===== src/rtl/pbus_pkg.sv =====
package pbus_pkg;
    localparam int BYTE_W = 8;
    localparam int WAIT_W = 2;
    localparam int NCTL   = 6;

    // control vector bit positions, shared with cfg_pol
    localparam int C_CS  = 0;
    localparam int C_RD  = 1;
    localparam int C_WR  = 2;
    localparam int C_EN  = 3;
    localparam int C_ALO = 4;
    localparam int C_AHI = 5;

    localparam logic [1:0] AM_FULL = 2'd0;
    localparam logic [1:0] AM_PART = 2'd1;

    localparam logic [1:0] AUTO_INC = 2'd1;
    localparam logic [1:0] AUTO_DEC = 2'd2;

    typedef enum logic [2:0] {
        PH_IDLE, PH_ALO, PH_AHI, PH_TURN, PH_STB, PH_HOLD
    } phase_e;

    function automatic logic [NCTL-1:0] to_level(input logic [NCTL-1:0] act,
                                                 input logic [NCTL-1:0] pol);
        return ~(act ^ pol);
    endfunction
endpackage


===== src/rtl/pbus_seq.sv =====
module pbus_seq
    import pbus_pkg::*;
(
    input  logic              clk,
    input  logic              rst,
    input  logic              go_rd,
    input  logic              go_wr,
    input  logic [1:0]        amode,
    input  logic [WAIT_W-1:0] w_setup,
    input  logic [WAIT_W-1:0] w_strb,
    input  logic [WAIT_W-1:0] w_hold,
    output phase_e            phase,
    output logic              is_read,
    output logic              strb_end,
    output logic              txn_end
);
    logic [WAIT_W-1:0] cnt, limit;
    phase_e            nxt, first, after_addr;
    logic              ph_end, muxed;

    assign muxed      = (amode == AM_FULL) || (amode == AM_PART);
    assign first      = muxed ? PH_ALO : (go_rd ? PH_TURN : PH_STB);
    assign after_addr = is_read ? PH_TURN : PH_STB;

    always_comb begin
        case (phase)
            PH_ALO, PH_AHI: limit = w_setup;
            PH_STB:         limit = w_strb;
            PH_HOLD:        limit = w_hold;
            default:        limit = '0;
        endcase
    end

    assign ph_end = (cnt == limit);

    always_comb begin
        case (phase)
            PH_IDLE: nxt = first;
            PH_ALO:  nxt = (amode == AM_FULL) ? PH_AHI : after_addr;
            PH_AHI:  nxt = after_addr;
            PH_TURN: nxt = PH_STB;
            PH_STB:  nxt = PH_HOLD;
            default: nxt = PH_IDLE;
        endcase
    end

    always_ff @(posedge clk) begin
        if (rst) begin
            phase   <= PH_IDLE;
            cnt     <= '0;
            is_read <= 1'b0;
        end else if (phase == PH_IDLE) begin
            cnt <= '0;
            if (go_rd || go_wr) begin
                phase   <= nxt;
                is_read <= go_rd;
            end
        end else if (ph_end) begin
            phase <= nxt;
            cnt   <= '0;
        end else begin
            cnt <= cnt + 1'b1;
        end
    end

    assign strb_end = (phase == PH_STB) && ph_end;
    assign txn_end  = (phase == PH_HOLD) && ph_end;
endmodule


===== src/rtl/pbus_addr.sv =====
module pbus_addr
    import pbus_pkg::*;
#(
    parameter int ADDR_W = 12
) (
    input  logic              clk,
    input  logic              rst,
    input  logic              idle,
    input  logic              ld,
    input  logic [ADDR_W-1:0] ld_val,
    input  logic              txn_end,
    input  logic [1:0]        auto_mode,
    output logic [ADDR_W-1:0] addr
);
    always_ff @(posedge clk) begin
        if (rst) begin
            addr <= '0;
        end else if (idle && ld) begin
            addr <= ld_val;
        end else if (txn_end) begin
            if (auto_mode == AUTO_INC)      addr <= addr + 1'b1;
            else if (auto_mode == AUTO_DEC) addr <= addr - 1'b1;
        end
    end
endmodule


===== src/rtl/pbus_pins.sv =====
module pbus_pins
    import pbus_pkg::*;
#(
    parameter int ADDR_W = 12
) (
    input  phase_e            phase,
    input  logic              is_read,
    input  logic [ADDR_W-1:0] addr,
    input  logic [BYTE_W-1:0] wr_q,
    input  logic [1:0]        amode,
    input  logic              strobe_style,
    input  logic              use_cs,
    input  logic [NCTL-1:0]   pol,
    output logic [BYTE_W-1:0] bus_out,
    output logic              bus_oe,
    output logic [ADDR_W-1:0] addr_pins,
    output logic [NCTL-1:0]   ctl_lvl
);
    localparam int HI_W = ADDR_W - BYTE_W;

    logic            busy, in_stb, wr_data;
    logic [NCTL-1:0] act;

    assign busy    = (phase != PH_IDLE);
    assign in_stb  = (phase == PH_STB);
    assign wr_data = !is_read && (in_stb || phase == PH_HOLD);

    always_comb begin
        act        = '0;
        act[C_CS]  = busy && use_cs;
        act[C_ALO] = (phase == PH_ALO);
        act[C_AHI] = (phase == PH_AHI);
        if (strobe_style) begin
            act[C_RD] = busy && is_read;
            act[C_EN] = in_stb;
        end else begin
            act[C_RD] = in_stb && is_read;
            act[C_WR] = in_stb && !is_read;
        end
    end

    // per-signal polarity
    for (genvar i = 0; i < NCTL; i++) begin : g_pol
        assign ctl_lvl[i] = to_level(act, pol)[i];
    end

    assign bus_oe = act[C_ALO] || act[C_AHI] || wr_data;

    always_comb begin
        if (act[C_ALO])      bus_out = addr[BYTE_W-1:0];
        else if (act[C_AHI]) bus_out = BYTE_W'(addr[ADDR_W-1:BYTE_W]);
        else if (wr_data)    bus_out = wr_q;
        else                 bus_out = '0;
    end

    always_comb begin
        if (amode == AM_FULL)      addr_pins = '0;
        else if (amode == AM_PART) addr_pins = {addr[ADDR_W-1:BYTE_W], {BYTE_W{1'b0}}};
        else if (use_cs)           addr_pins = {1'b0, addr[ADDR_W-2:0]};
        else                       addr_pins = addr;
    end

    if (HI_W < 1) begin : g_bad_width
        initial $display("pbus_pins: ADDR_W must exceed BYTE_W");
    end
endmodule


===== src/rtl/pbus_master.sv =====
module pbus_master
    import pbus_pkg::*;
#(
    parameter int ADDR_W = 12
) (
    input  logic              clk,
    input  logic              rst,
    input  logic [1:0]        cfg_amode,
    input  logic              cfg_strobe,
    input  logic [NCTL-1:0]   cfg_pol,
    input  logic [1:0]        cfg_auto,
    input  logic              cfg_use_cs,
    input  logic [WAIT_W-1:0] cfg_wait_setup,
    input  logic [WAIT_W-1:0] cfg_wait_strobe,
    input  logic [WAIT_W-1:0] cfg_wait_hold,
    input  logic              addr_ld,
    input  logic [ADDR_W-1:0] addr_ld_val,
    input  logic              start_rd,
    input  logic              start_wr,
    input  logic [BYTE_W-1:0] wdata,
    output logic              busy,
    output logic [BYTE_W-1:0] rd_data,
    output logic              rd_done,
    input  logic [BYTE_W-1:0] bus_in,
    output logic [BYTE_W-1:0] bus_out,
    output logic              bus_oe,
    output logic [ADDR_W-1:0] addr_pins,
    output logic              cs_pin,
    output logic              rd_pin,
    output logic              wr_pin,
    output logic              en_pin,
    output logic              alo_pin,
    output logic              ahi_pin
);
    phase_e            phase;
    logic              is_read, strb_end, txn_end, idle, go_rd, go_wr;
    logic [ADDR_W-1:0] addr;
    logic [BYTE_W-1:0] wr_q;
    logic [NCTL-1:0]   ctl_lvl;

    assign idle  = (phase == PH_IDLE);
    assign go_rd = idle && start_rd;
    assign go_wr = idle && start_wr && !start_rd;
    assign busy  = !idle;

    pbus_seq u_seq (
        .clk(clk), .rst(rst), .go_rd(go_rd), .go_wr(go_wr), .amode(cfg_amode),
        .w_setup(cfg_wait_setup), .w_strb(cfg_wait_strobe), .w_hold(cfg_wait_hold),
        .phase(phase), .is_read(is_read), .strb_end(strb_end), .txn_end(txn_end)
    );

    pbus_addr #(.ADDR_W(ADDR_W)) u_addr (
        .clk(clk), .rst(rst), .idle(idle), .ld(addr_ld), .ld_val(addr_ld_val),
        .txn_end(txn_end), .auto_mode(cfg_auto), .addr(addr)
    );

    pbus_pins #(.ADDR_W(ADDR_W)) u_pins (
        .phase(phase), .is_read(is_read), .addr(addr), .wr_q(wr_q),
        .amode(cfg_amode), .strobe_style(cfg_strobe), .use_cs(cfg_use_cs),
        .pol(cfg_pol), .bus_out(bus_out), .bus_oe(bus_oe),
        .addr_pins(addr_pins), .ctl_lvl(ctl_lvl)
    );

    always_ff @(posedge clk) begin
        if (rst) begin
            wr_q    <= '0;
            rd_data <= '0;
            rd_done <= 1'b0;
        end else begin
            if (go_wr) wr_q <= wdata;
            if (strb_end && is_read) rd_data <= bus_in;
            if (go_rd || go_wr) rd_done <= 1'b0;
            else if (txn_end && is_read) rd_done <= 1'b1;
        end
    end

    assign cs_pin  = ctl_lvl[C_CS];
    assign rd_pin  = ctl_lvl[C_RD];
    assign wr_pin  = ctl_lvl[C_WR];
    assign en_pin  = ctl_lvl[C_EN];
    assign alo_pin = ctl_lvl[C_ALO];
    assign ahi_pin = ctl_lvl[C_AHI];
endmodule


===== config.mk =====
export PLATFORM = sky130hd
export DESIGN_NAME = pbus_master
export DESIGN_NICKNAME = d
export VERILOG_FILES = /design/src/rtl/pbus_pkg.sv /design/src/rtl/pbus_seq.sv /design/src/rtl/pbus_addr.sv /design/src/rtl/pbus_pins.sv /design/src/rtl/pbus_master.sv
export SDC_FILE = /design/constraint.sdc
export NUM_CORES = 1
export LEC_CHECK = 0
export BUFFER_PORTS_ARGS = -buffer_cell sky130_fd_sc_hd__buf_2
export CORE_MARGIN = 2
export CORE_UTILIZATION = 54
export CTS_CLUSTER_SIZE = 24
export DETAILED_ROUTE_END_ITERATION = 10
export GPL_ROUTABILITY_DRIVEN = 1
export HOLD_SLACK_MARGIN = 0.05
export PLACE_DENSITY = 0.86
export SKIP_LAST_GASP = 1
export SLEW_MARGIN = 20
export SYNTH_ARGS = -nofsm -noshare
export SYNTH_HDL_FRONTEND = slang
export SYNTH_SLANG_ARGS = --single-unit

===== constraint.sdc =====
create_clock -name clk -period 3.63 [get_ports clk]
set_input_delay 0.1815 -clock clk [delete_from_list [all_inputs] [get_ports clk]]
set_output_delay 0.1815 -clock clk [all_outputs]
set_load 0.05 [all_outputs]

==> reports/qor.yml <==
outcome: "complete, no violations"
hold_depth: 3
clk_latency_ps: 290
cts_repair_resize_count: 0
placed_cell_area_mm2: 0.00289
clock_sinks: 35
final_cell_mix: "buf_2 (87), nor2_1 (40), dfxtp_1 (35)"
reg2reg_depth: 7
cts_tree: "built"
cp.arrival_ps: 3060
synth_edf_count: 0
worst_pin_slew_ps: 975
power_mw: 2.24
skew_ps: 3.06
layout_commonest_cell: "buf_2"
top_layer_used: "met4"
finalSetupViolations: 0
syn_nets: 359
cp-start-kind: "flop"
met2_length_um: 3140
die_y_um: 71.4
ys_ff_latch: 35
diodes: 0
first_iter_violations: 195
min_period_ps: 2860
grt_pass1_vias: 2275
finalMaxSlewViolations: 0
drc: 0
vias: 2489
fin_area_mm2: 0.00300
clkTransAtPathRegs_ps: 70
fmax_mhz: 349
nets: 440
irDropWorstVdd_uv: 471
cts_hold_buf: 0
maxCapViolations: 0
ant_nets: 0
async_reset_ff_share_pct: 0
synthFlopType: "dfxtp_1"
synth-seq-area-share_pct: 28.6
antenna_found_initial: 0
grt.overflow.total: 0
max-clock-path-buffers: 2
utilization_pct: 68.9
row_count: 24
path_class: "flop to flop"
period_share_pct: 78.9
synth_cell_types: 54
die_area_mm2: 0.00509
syn_to_final_growth_pct: 22.4
drive_gt1_share_pct: 29.2
required_ps: 3830
wl_per_cell_um: 15.6
die_w_um: 71.4
cts_root_buffer: "clkbuf_8"
syn_avg_cell_area_um2: 8.30
grt_start_max_net_pins: 40
critPathCaptureType: "flop"
rsz0062_at_grt: "false"
hold_viol: 0
wl_met1_um: 2910
cts_htree_levels: 2
wl_met3_um: 568
p_leak_nw: 1.36
port_buffers: 87
hold_path.class: "input port to flop"
cts_buffers: 5
tns_ps: 0
netlist_area_mm2: 0.00245
io_pins: 88
grt.total_usage_pct: 26.7
dpl.hpwl_um: 4890
synth_cells: 295
path_max_fanout: 26
slew-limit-headroom_pct: 34.5
p_per_area_mw_per_mm2: 749
coreArea_mm2: 0.00435
firstDrtPassIters: 4
post-cts-setup-buffers: 0
initial_core_util_pct: 56.3
grt_pass1_wl_um: 10900
via_per_inst: 5.80
yosys_warnings: 0
routed_wl_um: 6690
gp_congestion: 0.864
-- critical path: stages (launching register included) --
cell	delay, ps
dfxtp_1	870
mux2_1	410
a221oi_2	290
xnor2_1	200
nor4_2	260
buf_4	310
nor3_1	100
a2111oi_2	320
-- synth_stat cells (2+ instances only) --
master,count,area share [%]
nor2_1,40,6.1
dfxtp_1,35,29
nand2_1,24,3.7
mux2i_1,21,8.6
and2_1,16,4.1
xnor2_1,16,5.7
a21oi_1,14,2.9
ha_1,12,6.1
a211oi_1,9,2.8
clkbuf_1,9,1.4
a22oi_1,8,2.5
inv_1,7,1.1
nor3_1,7,1.4
nand3_1,6,1.2
nor2b_1,5,1.3
a21o_1,4,1.2
nand3b_1,4,1.2
o21ai_0,4,0.82
xor2_1,4,1.4
a31o_2,3,1.1
buf_2,3,0.61
a221oi_2,2,1.2
a31oi_1,2,0.51
and3_1,2,0.51
nand4_1,2,0.51
nor3b_1,2,0.61
nor4_1,2,0.51
nor4bb_1,2,0.82
o21ai_1,2,0.41
o21bai_1,2,0.61
o31ai_1,2,0.61
or2_2,2,0.51
-- final timing paths --
kind,start,end,slack (ps)
hold reg to reg,rd_data[6]$_SDFFE_PP0P_,rd_data[6]$_SDFFE_PP0P_,500
setup / recovery,u_seq.phase[2]$_SDFFE_PP0P_,u_addr.addr[8]$_SDFFE_PP0P_,770
setup reg to reg,u_seq.phase[2]$_SDFFE_PP0P_,u_addr.addr[8]$_SDFFE_PP0P_,770
hold / removal,wdata[0],wr_q[0]$_SDFFE_PP0P_,120
-- stage by stage --
step,worst slack [ps],cells,hold WS [ps]
final,767,429,124
after global routing,543,429,126
after CTS,794,429,120
after detailed placement,807,421,426
after global placement,935,421,415
after floorplan,1040,295,329
-- flip-flops by register name (all words and copies together) (netlist names) --
register,count
rd_data,8
rd_done,1
u_addr.addr,12
u_seq.cnt,2
u_seq.is_read,1
u_seq.phase,3
wr_q,8
-- routing by layer --
metal | up-vias | global-route usage (%)
li1 | 1217 | -
met1 | 1152 | 34.7
met2 | 110 | 43.3
met3 | 10 | 6.61
met4 | 0 | 9.01
met5 | - | 0
-- area by class of cell --
| class | instances | area, um2 |
|---|---|---|
| inverters | 7 | 26.3 |
| repair buffers | 89 | 450 |
| fillers | 366 | 1360 |
| multi-input cells | 238 | 1650 |
| clock buffers | 7 | 96.3 |
| flip-flops and latches | 35 | 701 |
| well taps | 52 | 65.1 |
| clock inverters | 1 | 7.51 |
-- logic make-up after synthesis --
group / share of synthesized area (%)
simple gates: 24.5
mux: 9.65
fa+ha+maj: 6.95
compound gates: 19.2
flops: 28.6
xor+xnor: 7.15
buf+inv: 3.98
-- power by group --
group / internal (mW) / total, mW / switching, mW
clock: 0.173 / 0.323 / 0.151
combinational: 0.477 / 1.32 / 0.845
sequential: 0.459 / 0.600 / 0.141
Power figures use the tool's default switching activity.
